--- src/rtl/de_sync_regen_pkg.sv ---
// Package: shared constants for the sync pulse regenerator.
// Assumes: channel 0 is the line sync and channel 1 is the frame sync.
package de_sync_regen_pkg;
    localparam int unsigned NUM_CH  = 2;
    localparam int unsigned CH_LINE = 0;
    localparam int unsigned CH_FRM  = 1;
endpackage

--- src/rtl/de_run_counter.sv ---
// Module: de_run_counter
// Counts consecutive clock edges with de_in low, saturating at all-ones.
// Assumes: de_in is synchronous to clk; one pixel per clock.
module de_run_counter #(
    parameter int unsigned CNT_W = 8
) (
    input  logic             clk,
    input  logic             rst_n,
    input  logic             de_in,
    output logic [CNT_W-1:0] run_len,
    output logic             run_sat
);
    localparam logic [CNT_W-1:0] CNT_MAX = {CNT_W{1'b1}};

    assign run_sat = (run_len == CNT_MAX);

    // Purpose: clear on active pixel, otherwise step up until saturation.
    always_ff @(posedge clk) begin
        if (!rst_n) begin
            run_len <= '0;
        end else if (de_in) begin
            run_len <= '0;
        end else if (!run_sat) begin
            run_len <= run_len + 1'b1;
        end
    end

    assert_clear_R2: assert property (@(posedge clk) disable iff (!rst_n)
        de_in |=> (run_len == '0));

    assert_step_R2: assert property (@(posedge clk) disable iff (!rst_n)
        (!de_in && !run_sat) |=> (run_len == $past(run_len) + 1'b1));

    assert_no_wrap_R6: assert property (@(posedge clk) disable iff (!rst_n)
        (!de_in && run_sat) |=> run_sat);
endmodule

--- src/rtl/gap_threshold_match.sv ---
// Module: gap_threshold_match
// Raises a one-cycle fire strobe when the blank run is about to reach thresh.
// Assumes: run_len increases by one per low pixel, so equality is met once per run.
module gap_threshold_match #(
    parameter int unsigned CNT_W = 8
) (
    input  logic [CNT_W-1:0] run_len,
    input  logic             run_sat,
    input  logic             de_in,
    input  logic             armed,
    input  logic [CNT_W-1:0] thresh,
    output logic             fire
);
    logic [CNT_W-1:0] run_next;

    // Purpose: length the run will have after this pixel, valid only when unsaturated.
    always_comb begin
        run_next = run_len + 1'b1;
    end

    // Purpose: strobe on the pixel that completes the threshold.
    always_comb begin
        fire = armed && !de_in && !run_sat && (run_next == thresh);
    end
endmodule

--- src/rtl/sync_pulse_gen.sv ---
// Module: sync_pulse_gen
// Stretches a fire strobe into a fixed-width active-high pulse.
// Assumes: clr has priority and terminates any pulse in flight.
module sync_pulse_gen #(
    parameter int unsigned PULSE_W = 4
) (
    input  logic clk,
    input  logic rst_n,
    input  logic clr,
    input  logic fire,
    output logic active
);
    localparam int unsigned REM_W = $clog2(PULSE_W + 1);
    localparam logic [REM_W-1:0] REM_LOAD = REM_W'(PULSE_W);

    logic [REM_W-1:0] remain;

    assign active = (remain != '0);

    // Purpose: load width on fire, count down, drop on clear.
    always_ff @(posedge clk) begin
        if (!rst_n) begin
            remain <= '0;
        end else if (clr) begin
            remain <= '0;
        end else if (fire) begin
            remain <= REM_LOAD;
        end else if (remain != '0) begin
            remain <= remain - 1'b1;
        end
    end

    assert_start_R3: assert property (@(posedge clk) disable iff (!rst_n)
        (fire && !clr) |=> active);

    assert_cut_R8: assert property (@(posedge clk) disable iff (!rst_n)
        clr |=> !active);

    assert_bound_R3: assert property (@(posedge clk) disable iff (!rst_n)
        remain <= REM_LOAD);
endmodule

--- src/rtl/de_sync_regen.sv ---
// Module: de_sync_regen (top)
// Rebuilds line and frame syncs from data-enable-low run lengths.
// Assumes: h_gap and v_gap are quasi-static; enable low selects pass-through.
module de_sync_regen #(
    parameter int unsigned CNT_W   = 8,
    parameter int unsigned PULSE_W = 4
) (
    input  logic             clk,
    input  logic             rst_n,
    input  logic             enable,
    input  logic             de_in,
    input  logic             hsync_in,
    input  logic             vsync_in,
    input  logic [CNT_W-1:0] h_gap,
    input  logic [CNT_W-1:0] v_gap,
    output logic             hsync_out,
    output logic             vsync_out,
    output logic             cfg_err
);
    import de_sync_regen_pkg::*;

    logic [CNT_W-1:0]  run_len;
    logic              run_sat;
    logic              armed;
    logic              gen_clr;
    logic [CNT_W-1:0]  thresh [NUM_CH];
    logic [NUM_CH-1:0] fire;
    logic [NUM_CH-1:0] active;

    // Purpose: check threshold ordering (line gap above 1, below frame gap).
    always_comb begin
        cfg_err = !((h_gap > CNT_W'(1)) && (h_gap < v_gap));
    end

    // Purpose: derive arming and clearing of the pulse generators.
    always_comb begin
        armed   = enable && !cfg_err;
        gen_clr = !armed;
    end

    assign thresh[CH_LINE] = h_gap;
    assign thresh[CH_FRM]  = v_gap;

    de_run_counter #(.CNT_W(CNT_W)) u_run (
        .clk     (clk),
        .rst_n   (rst_n),
        .de_in   (de_in),
        .run_len (run_len),
        .run_sat (run_sat)
    );

    for (genvar ch = 0; ch < NUM_CH; ch++) begin : g_ch
        gap_threshold_match #(.CNT_W(CNT_W)) u_match (
            .run_len (run_len),
            .run_sat (run_sat),
            .de_in   (de_in),
            .armed   (armed),
            .thresh  (thresh[ch]),
            .fire    (fire[ch])
        );
        sync_pulse_gen #(.PULSE_W(PULSE_W)) u_pulse (
            .clk    (clk),
            .rst_n  (rst_n),
            .clr    (gen_clr),
            .fire   (fire[ch]),
            .active (active[ch])
        );
    end

    // Purpose: select regenerated pulses or the raw syncs.
    always_comb begin
        if (enable) begin
            hsync_out = active[CH_LINE] && !cfg_err;
            vsync_out = active[CH_FRM] && !cfg_err;
        end else begin
            hsync_out = hsync_in;
            vsync_out = vsync_in;
        end
    end

    assert_order_R4: assert property (@(posedge clk) disable iff (!rst_n)
        !(fire[CH_LINE] && fire[CH_FRM]));

    assert_quiet_R8: assert property (@(posedge clk) disable iff (!rst_n)
        (enable && cfg_err) |-> (!hsync_out && !vsync_out));

    assert_disarm_R9: assert property (@(posedge clk) disable iff (!rst_n)
        !enable |=> (active == '0));

    assert_one_per_run_R5: assert property (@(posedge clk) disable iff (!rst_n)
        (fire[CH_LINE] && !de_in) |=> !fire[CH_LINE]);
endmodule

--- config.mk ---
export PLATFORM = sky130hd
export DESIGN_NAME = de_sync_regen
export DESIGN_NICKNAME = d
export VERILOG_FILES = /design/src/rtl/de_sync_regen_pkg.sv /design/src/rtl/de_run_counter.sv /design/src/rtl/gap_threshold_match.sv /design/src/rtl/sync_pulse_gen.sv /design/src/rtl/de_sync_regen.sv
export SDC_FILE = /design/constraint.sdc
export NUM_CORES = 1
export LEC_CHECK = 0
export ABC_AREA = 0
export BUFFER_PORTS_ARGS = -buffer_cell sky130_fd_sc_hd__buf_2
export CAP_MARGIN = 5
export CORE_ASPECT_RATIO = 1.2
export CORE_MARGIN = 2
export CORE_UTILIZATION = 45
export CTS_BUF_LIST = sky130_fd_sc_hd__clkbuf_8
export CTS_CLUSTER_DIAMETER = 120
export DETAILED_ROUTE_END_ITERATION = 12
export PLACE_DENSITY = 0.7
export SYNTH_ARGS = -nofsm -noshare
export SYNTH_HDL_FRONTEND = slang
export SYNTH_HIERARCHICAL = 1
export SYNTH_SLANG_ARGS = --single-unit
--- constraint.sdc ---
create_clock -name clk -period 3.4 [get_ports clk]
set_input_delay 0.34 -clock clk [delete_from_list [all_inputs] [get_ports clk]]
set_output_delay 0.34 -clock clk [all_outputs]
set_load 0.1 [all_outputs]
==> results.toml, run 1 <==
[sta]
slew_headroom_pct = 50.2
slew_viol_final = 0
max_freq_mhz = 395
tns_ps = 0
rsz0062_at_grt = "no"
worst_slew_pin_slew_ps = 745
period_share_pct = 74.4
hold_viol = 0
min_period_ps = 2530
finalSetupViolCount = 0
worst_clock_skew_ps = 5.69

[synth]
synth_flop_cell = "dfxtp_1"
synth_cell_types = 44
synth_area_leader_cell = "dfxtp_1"
syn_area_um2 = 1510
synth-seq-cells = 14
synth-warning-count = 6
synth-edff-count = 0
netlist_top_cells_area = "dfxtp_1 19%, ha_1 13%, xnor2_1 7.5%, inv_1 6.0%, xor2_1 5.2%"
syn_avg_cell_area_um2 = 8.00
yosysSeqAreaShare_pct = 18.5
async_flop_share_pct = 0
synth_cells = 189
syn_nets = 227
synth_top_area_share_pct = 18.5

[layout]
instances_no_fill = 256
diodes = 0
area_growth_syn_to_layout_pct = 15.8
final_cell_mix = "24 x inv_1, 24 x buf_2, 16 x ha_1, 14 x dfxtp_1, 13 x xnor2_1"
nets = 258
final_area_um2 = 1750
fill_cells = 329
regArea_um2 = 280
drive_above_1_share_pct = 20.1
multiInputGateArea_um2 = 1140

[detailed_routing]
drt_iter0_drc = 57
wirelength_um = 3410
drtPass1Iterations = 4
vias = 1444
viasPerCell = 5.64
antenna_left = 0
wl_per_cell_um = 13.3
route.detailed.drc = 0

[floorplan]
fp.dieH_um = 67.5
io_pins = 25
die_area_um2 = 3840
core_region_area_um2 = 3280
start_util_pct = 46.1
die_w_um = 56.9
rows = 23

[global_route]
grt_max_degree = 22
grt_pass1_wl_um = 5940
grt_antenna_before_repair = 0
overflow = 0
grt_pass1_vias = 1360
track_usage_pct = 19.5

[worst_setup_path]
crit_required_ps = 3560
cp-start-kind = "flip-flop"
end_kind = "flip-flop"
path_class = "reg2reg"
arrival_ps = 2690
critPathMaxFanout = 21

[power_and_ir_drop]
p_leak_nw = 0.802
ir_worst_vdd_mv = 0.219
power.density_nw_per_um2 = 251

[placement]
dp_cells = 252
place_congestion = 0.854
dpl_cell_area_um2 = 1700
dp_hpwl_um = 2660
io_buffers = 24

[clock_network]
clock_latency_ps = 240
cts_resized = 0
cts_hold_buf = 0
cts.sinks = 14
cts_made_buffers = 3
clkSlewWorstSetupHoldPaths_ps = 60
cts_buffer_depth = 2
htree_num_levels = 1
postCtsSetupRepairBufs = 0
clock-root-buffer = "clkbuf_8"
cts_tree = "built"

[run_status]
status = "finished clean"

[min_path]
hold_class = "in2reg"

[flow_run]
cap_violations = 0
[worst max-delay path, stage by stage, from the launching register on]
cell      delay, ps
dfxtp_1         800
and4_2          430
nand2_1         120
inv_1            90
nor3_1           50
nand4_1          90
nor2_1           50
and4b_1         190
or3b_1          420
a211oi_2        190
[stage by stage]
stage	utilization (%)	hold WS (ps)	setup WS (ps)	power [W]
final	53.4	380	870	0.000440
after floorplan	-	469	903	0.000246
after global routing	53.4	382	713	0.000467
after global placement	51.7	491	820	0.000282
after detailed placement	51.7	494	792	0.000282
after CTS	53.4	375	908	0.000446
[report_power, final]
part	total [W]	leakage, nW	switching [W]	internal (W)
clock	0.000161	0.0288	0.0000581	0.000102
combinational	0.000113	0.660	0.0000702	0.0000430
sequential	0.000166	0.113	0.000000587	0.000165
[worst paths after layout]
kind | cells past startpoint | endpoint | from | slack [ps]
hold reg to reg | 2 | g_ch[0].u_pulse/remain[0] | g_ch[0].u_pulse/remain[0] | 510
hold / removal | 3 | g_ch[1].u_pulse/remain[2] | rst_n | 380
setup / recovery | 9 | g_ch[0].u_pulse/remain[1] | u_run/run_len[2] | 870
setup reg to reg | 9 | g_ch[0].u_pulse/remain[1] | u_run/run_len[2] | 870
[cells in the mapped netlist (2+ instances only)]
| cell | instances |
|---|---|
| a211oi_2 | 2 |
| a21oi_1 | 10 |
| nor2b_1 | 6 |
| a31o_1 | 2 |
| mux2i_1 | 3 |
| a31oi_1 | 5 |
| nor3_1 | 8 |
| o21ai_0 | 7 |
| nor2_1 | 9 |
| nand2_1 | 7 |
| o211ai_1 | 5 |
| xor2_1 | 9 |
| a21boi_0 | 2 |
| and4b_1 | 2 |
| dfxtp_1 | 14 |
| ha_1 | 16 |
| nand4_2 | 2 |
| nor4_1 | 2 |
| xnor2_2 | 2 |
| nand4_1 | 4 |
| nand2b_1 | 4 |
| or3b_1 | 2 |
| xnor2_1 | 13 |
| inv_1 | 24 |
| nor3b_1 | 2 |
| and3_2 | 2 |
| nand3_1 | 8 |
[routing by layer]
| layer | GRT usage (%) | part of all wire, % | up-vias |
|---|---|---|---|
| met4 | 5.23 | 1.1 | 0 |
| met1 | 23.0 | 43 | 664 |
| met3 | 3.64 | 4.5 | 4 |
| met2 | 36.1 | 52 | 33 |
| met5 | 0 | 0 | - |
| li1 | - | - | 743 |
[registers in the layout, summed over array words and instances, names as in the netlist]
register	cells
g_ch.u_pulse/remain	6
u_run/run_len	8
[area by class of cell]
type                       instances  share of cell area (%)
sequential                        14                    16.0
multi-input combinational        150                    64.9
timing repair buffer              27                    8.14
inverter                          24                    5.14
tap                               37                    2.64
clock buffer                       4                    3.14
[logic make-up (layout without fill, tap and decap cells)]
| group | count (synthesis) | after routing | synth area share [%] |
|---|---|---|---|
| mux | 3 | 3 | 1.99 |
| xor+xnor | 24 | 24 | 14.9 |
| fa+ha+maj | 16 | 16 | 13.2 |
| compound gates | 41 | 41 | 18.7 |
| flops | 14 | 14 | 18.5 |
| buf+inv | 25 | 55 | 6.29 |
| simple gates | 66 | 66 | 26.4 |
(Power assumes the default switching activity.)
==> inputs of run 2 (changes only) <==
- clock period: 3.4 -> 2.4 ns (I/O delays scaled with it)
==> results.toml, run 2 (synthesized netlist as in run 1, its figures left out) <==
[run_status]
status = "finished clean"

[sta]
slew_headroom_pct = 68.0
rsz0062_at_grt = "no"
whs_ps = 285
max_freq_mhz = 456
slew_viol_final = 0
layout_setup_ws_ps = 205
worst_slew_pin_slew_ps = 484
min_period_ps = 2200
finalSetupViolCount = 0
period_share_pct = 91.5
worst_clock_skew_ps = 1.61
hold_viol = 0

[clock_network]
cts_buffer_depth = 2
cts_resized = 0
cts_hold_buf = 0
clock-root-buffer = "clkbuf_8"
postCtsSetupRepairBufs = 0
clkSlewWorstSetupHoldPaths_ps = 60
clock_latency_ps = 250
cts.sinks = 14
cts_tree = "built"
htree_num_levels = 1
cts_made_buffers = 3

[power_and_ir_drop]
combPwrFrac_pct = 27.1
power_switching_w = 0.000186
p_seq_share_pct = 37.2
power.density_nw_per_um2 = 341
ir_worst_vdd_mv = 0.338
p_int_w = 0.000452
p_leak_nw = 0.873
p_sw_share_pct = 29.1
pwr-share-clk_pct = 35.8

[global_route]
grt_pass1_wl_um = 6230
track_usage_pct = 20.5
grt_antenna_before_repair = 0
grt_max_degree = 13
grt_pass1_vias = 1401
overflow = 0

[layout]
final_cell_mix = "24 x inv_1, 22 x buf_2, 16 x ha_1, 15 x buf_4, 14 x dfxtp_1"
top_register = "u_run/run_len"
area_growth_syn_to_layout_pct = 23.7
largest_register_ff_count = 8
nets = 270
layout_commonest_cell = "inv_1"
top_regs = "u_run/run_len (8), g_ch.u_pulse/remain (6)"
diodes = 0
drive_above_1_share_pct = 24.2

[worst_setup_path]
arrival_ps = 2330
crit_chain = "buf_2, inv_1, ha_1, a211o_1, a221o_1, a21oi_2, and2_1, nand3_1, nor4_2, o2111a_1, or3b_1, a211oi_2"
crit_required_ps = 2530
path_class = "in2reg"
cp_slowest_cell = "a221o_1"
cp-start-kind = "input port"
critPathBufInv = 2
reg2reg_slack_ps = 210
end_kind = "flip-flop"
cp.depth = 12
critPathTopFamily = "compound AO/OA/AOI/OAI gates"
r2r_cells = 9
critPathMaxFanout = 2
critPathMaxStageDelay_ps = 340

[placement]
dp_hpwl_um = 2890
io_buffers = 24
post-place-ws_ps = -31.7
place_congestion = 0.927

[detailed_routing]
vias = 1487
antenna_left = 0
wl_per_cell_um = 13.2
drtPass1Iterations = 4
drt_iter0_drc = 47
wirelength_um = 3530
viasPerCell = 5.55
route.detailed.drc = 0

[floorplan]
start_util_pct = 46.1
core_region_area_um2 = 3280
rows = 23
die_area_um2 = 3840
fp.dieH_um = 67.5
die_w_um = 56.9
io_pins = 25

[min_path]
min_path_cells = 3
hold_class = "in2reg"

[flow_run]
cap_violations = 0
## run 2: final cells by class
| cell class | instances | area (µm²) |
|---|---|---|
| clock buffer | 4 | 55.1 |
| fill | 325 | 1410 |
| inverter | 24 | 90.1 |
| multi-input combinational | 150 | 1140 |
| sequential | 14 | 280 |
| tap | 37 | 46.3 |
| timing repair buffer | 39 | 263 |
## run 2: layer usage
metal,part of all wire [%],vias to the layer above,global-route usage [%]
li1,-,757,-
met1,46,702,24.8
met2,51,24,38.1
met3,2.9,4,3.64
met4,0.65,0,4.07
met5,0,-,0
## run 2: final timing paths
path                                                start                         to
worst min-delay path                                rst_n  g_ch[0].u_pulse/remain[2]
worst max-delay path                             v_gap[5]  g_ch[1].u_pulse/remain[1]
worst min register to register  g_ch[0].u_pulse/remain[0]  g_ch[0].u_pulse/remain[0]
worst max register to register           u_run/run_len[0]  g_ch[1].u_pulse/remain[1]
## run 2: stage by stage
step	util, %	cell area, µm²	total power [W]	TNS [ps]	instances
finish	57.1	1870	0.000638	0	268
global route	57.1	1870	0.000676	0	268
CTS	57.1	1870	0.000646	0	268
detailed placement	55.4	1820	0.000414	-50.3	264
global placement	55.4	1820	0.000413	0	264
floorplan	-	1510	0.000349	0	189
## run 2: power groups by stage
| stage | clock [W] | sequential [W] | combinational, W |
|---|---|---|---|
| final | 0.000228 | 0.000237 | 0.000173 |
| after global routing | 0.000248 | 0.000237 | 0.000191 |
| after CTS | 0.000236 | 0.000237 | 0.000173 |
| after detailed placement | 0 | 0.000242 | 0.000172 |
| after global placement | 0 | 0.000242 | 0.000171 |
| after floorplan | 0 | 0.000245 | 0.000104 |
## run 2: worst register-to-register path: stages, from the launching register on
cell and delay (ps):
dfxtp_1 420, buf_4 200, ha_1 260, nand2b_1 150, nor3_1 50, a21oi_1 120
o211ai_1 100, o2111a_1 150, or3b_1 420, a211oi_2 220
==> inputs of run 3 (changes only) <==
- CORE_ASPECT_RATIO: 1.2 -> 2
- CORE_MARGIN: 2 -> not set
==> results.toml, run 3 (synthesized netlist as in run 1, its figures left out) <==
[sta]
tns_ps = 0
slew_viol_final = 0
period_share_pct = 91.0
slew_headroom_pct = 68.0
min_period_ps = 2180
worst_slew_pin_slew_ps = 483
worst_clock_skew_ps = 1.55
max_freq_mhz = 458
finalSetupViolCount = 0
rsz0062_at_grt = "no"
hold_viol = 0
whs_ps = 271

[worst_setup_path]
cp_slowest_cell = "or3b_1"
crit_required_ps = 2570
critPathTopFamily = "simple AND/OR/NAND/NOR gates"
path_class = "reg2reg"
end_kind = "flip-flop"
arrival_ps = 2360
critPathBufInv = 1
critPathMaxStageDelay_ps = 420
critPathMaxFanout = 7
crit_chain = "ha_1, and4_2, nand2_1, inv_1, nor3_1, nand4_1, nor2_1, and4b_1, or3b_1, a211oi_2"
cp-start-kind = "flip-flop"

[detailed_routing]
vias = 1522
antenna_left = 0
viasPerCell = 5.85
route.detailed.drc = 0
drt_iter0_drc = 37
drtPass1Iterations = 4
wl_per_cell_um = 14.4
wirelength_um = 3740

[floorplan]
rows = 29
start_util_pct = 47.4
core_region_area_um2 = 3190
die_w_um = 43.0
die_area_um2 = 3610
io_pins = 25
fp.dieH_um = 84.0

[placement]
dp_hpwl_um = 3120
place_congestion = 0.865
io_buffers = 24

[layout]
drive_above_1_share_pct = 24.0
area_growth_syn_to_layout_pct = 22.3
final_cell_mix = "24 x inv_1, 22 x buf_2, 16 x ha_1"
top_regs = "u_run/run_len (8), g_ch.u_pulse/remain (6)"
diodes = 0
fill_cells = 332
final_util_pct = 58.0
top_register = "u_run/run_len"
nets = 268
largest_register_ff_count = 8
layout_commonest_cell = "inv_1"

[clock_network]
clock_latency_ps = 250
cts.sinks = 14
htree_num_levels = 1
cts_made_buffers = 3
clock-root-buffer = "clkbuf_8"
cts_buffer_depth = 2
cts_tree = "built"
cts_hold_buf = 0
clkSlewWorstSetupHoldPaths_ps = 60

[power_and_ir_drop]
p_leak_nw = 0.862
p_int_w = 0.000452
pwr-share-clk_pct = 36.1
power.density_nw_per_um2 = 349
ir_worst_vdd_mv = 0.151
p_seq_share_pct = 36.7
p_sw_share_pct = 30.0
power_switching_w = 0.000194
combPwrFrac_pct = 27.2

[global_route]
grt_antenna_before_repair = 0
track_usage_pct = 23.5
grt_pass1_wl_um = 6580
grt_max_degree = 11
grt_pass1_vias = 1522
overflow = 0

[run_status]
status = "finished clean"

[flow_run]
cap_violations = 0

[min_path]
hold_class = "in2reg"
[run 3: cell types whose count changed in the layout (fill, tap and decap cells not counted)]
| cell | before | now |
|---|---|---|
| dfxtp_2 | 0 | 1 |
| dfxtp_1 | 14 | 13 |
| buf_4 | 15 | 13 |
[run 3: worst paths after layout]
kind | start | slack, ps | endpoint | cells after the start
min reg2reg | u_run/run_len[4] | 500 | u_run/run_len[4] | 1
min | rst_n | 270 | g_ch[1].u_pulse/remain[2] | 3
max reg2reg | u_run/run_len[0] | 220 | g_ch[0].u_pulse/remain[1] | 10
max | u_run/run_len[0] | 220 | g_ch[0].u_pulse/remain[1] | 10
[run 3: power groups by stage]
| stage | Clock [W] | Combinational, W | Sequential [W] |
|---|---|---|---|
| after detailed placement | 0 | 0.000175 | 0.000242 |
| after global placement | 0 | 0.000172 | 0.000242 |
| final | 0.000233 | 0.000175 | 0.000237 |
| after floorplan | 0 | 0.000104 | 0.000245 |
| after global routing | 0.000253 | 0.000192 | 0.000237 |
| after CTS | 0.000237 | 0.000176 | 0.000237 |
[run 3: timing repair]
action / in CTS / in global routing
gates resized for setup: 0 / 1
setup buffers: 0 / 0
setup endpoints to repair: 0 / 2
[run 3: worst register-to-register path, cell delays in order (launching register included)]
cell and delay [ps]:
dfxtp_2 400, ha_1 190, and4_2 290, nand2_1 100
inv_1 90, nor3_1 60, nand4_1 100, nor2_1 60
and4b_1 210, or3b_1 420, a211oi_2 200
[run 3: final cells by class]
type	count	area, µm²	area share (%)
timing repair buffer	37	248	13.4
tap	31	38.8	2.10
inverter	24	90.1	4.87
clock buffer	4	55.1	2.97
sequential	14	282	15.2
multi-input combinational	150	1140	61.5
[run 3: per-layer routing]
| layer | GRT usage [%] | part of all wire (%) | vias up |
|---|---|---|---|
| met5 | 0 | 0 | - |
| met4 | 9.64 | 2.8 | 0 |
| met3 | 2.16 | 2.3 | 9 |
| met2 | 47.0 | 58 | 32 |
| met1 | 22.4 | 36 | 719 |
| li1 | - | - | 762 |
[run 3: stage by stage]
stage	cells	worst slack, ps	power (W)	area (µm²)
3_3_place_gp	256	49.9	0.000414	1790
3_5_place_dp	256	15.8	0.000417	1790
4_1_cts	260	105	0.000650	1850
5_1_grt	260	34.8	0.000682	1850
6_report	260	216	0.000645	1850
2_1_floorplan	189	49.7	0.000349	1510
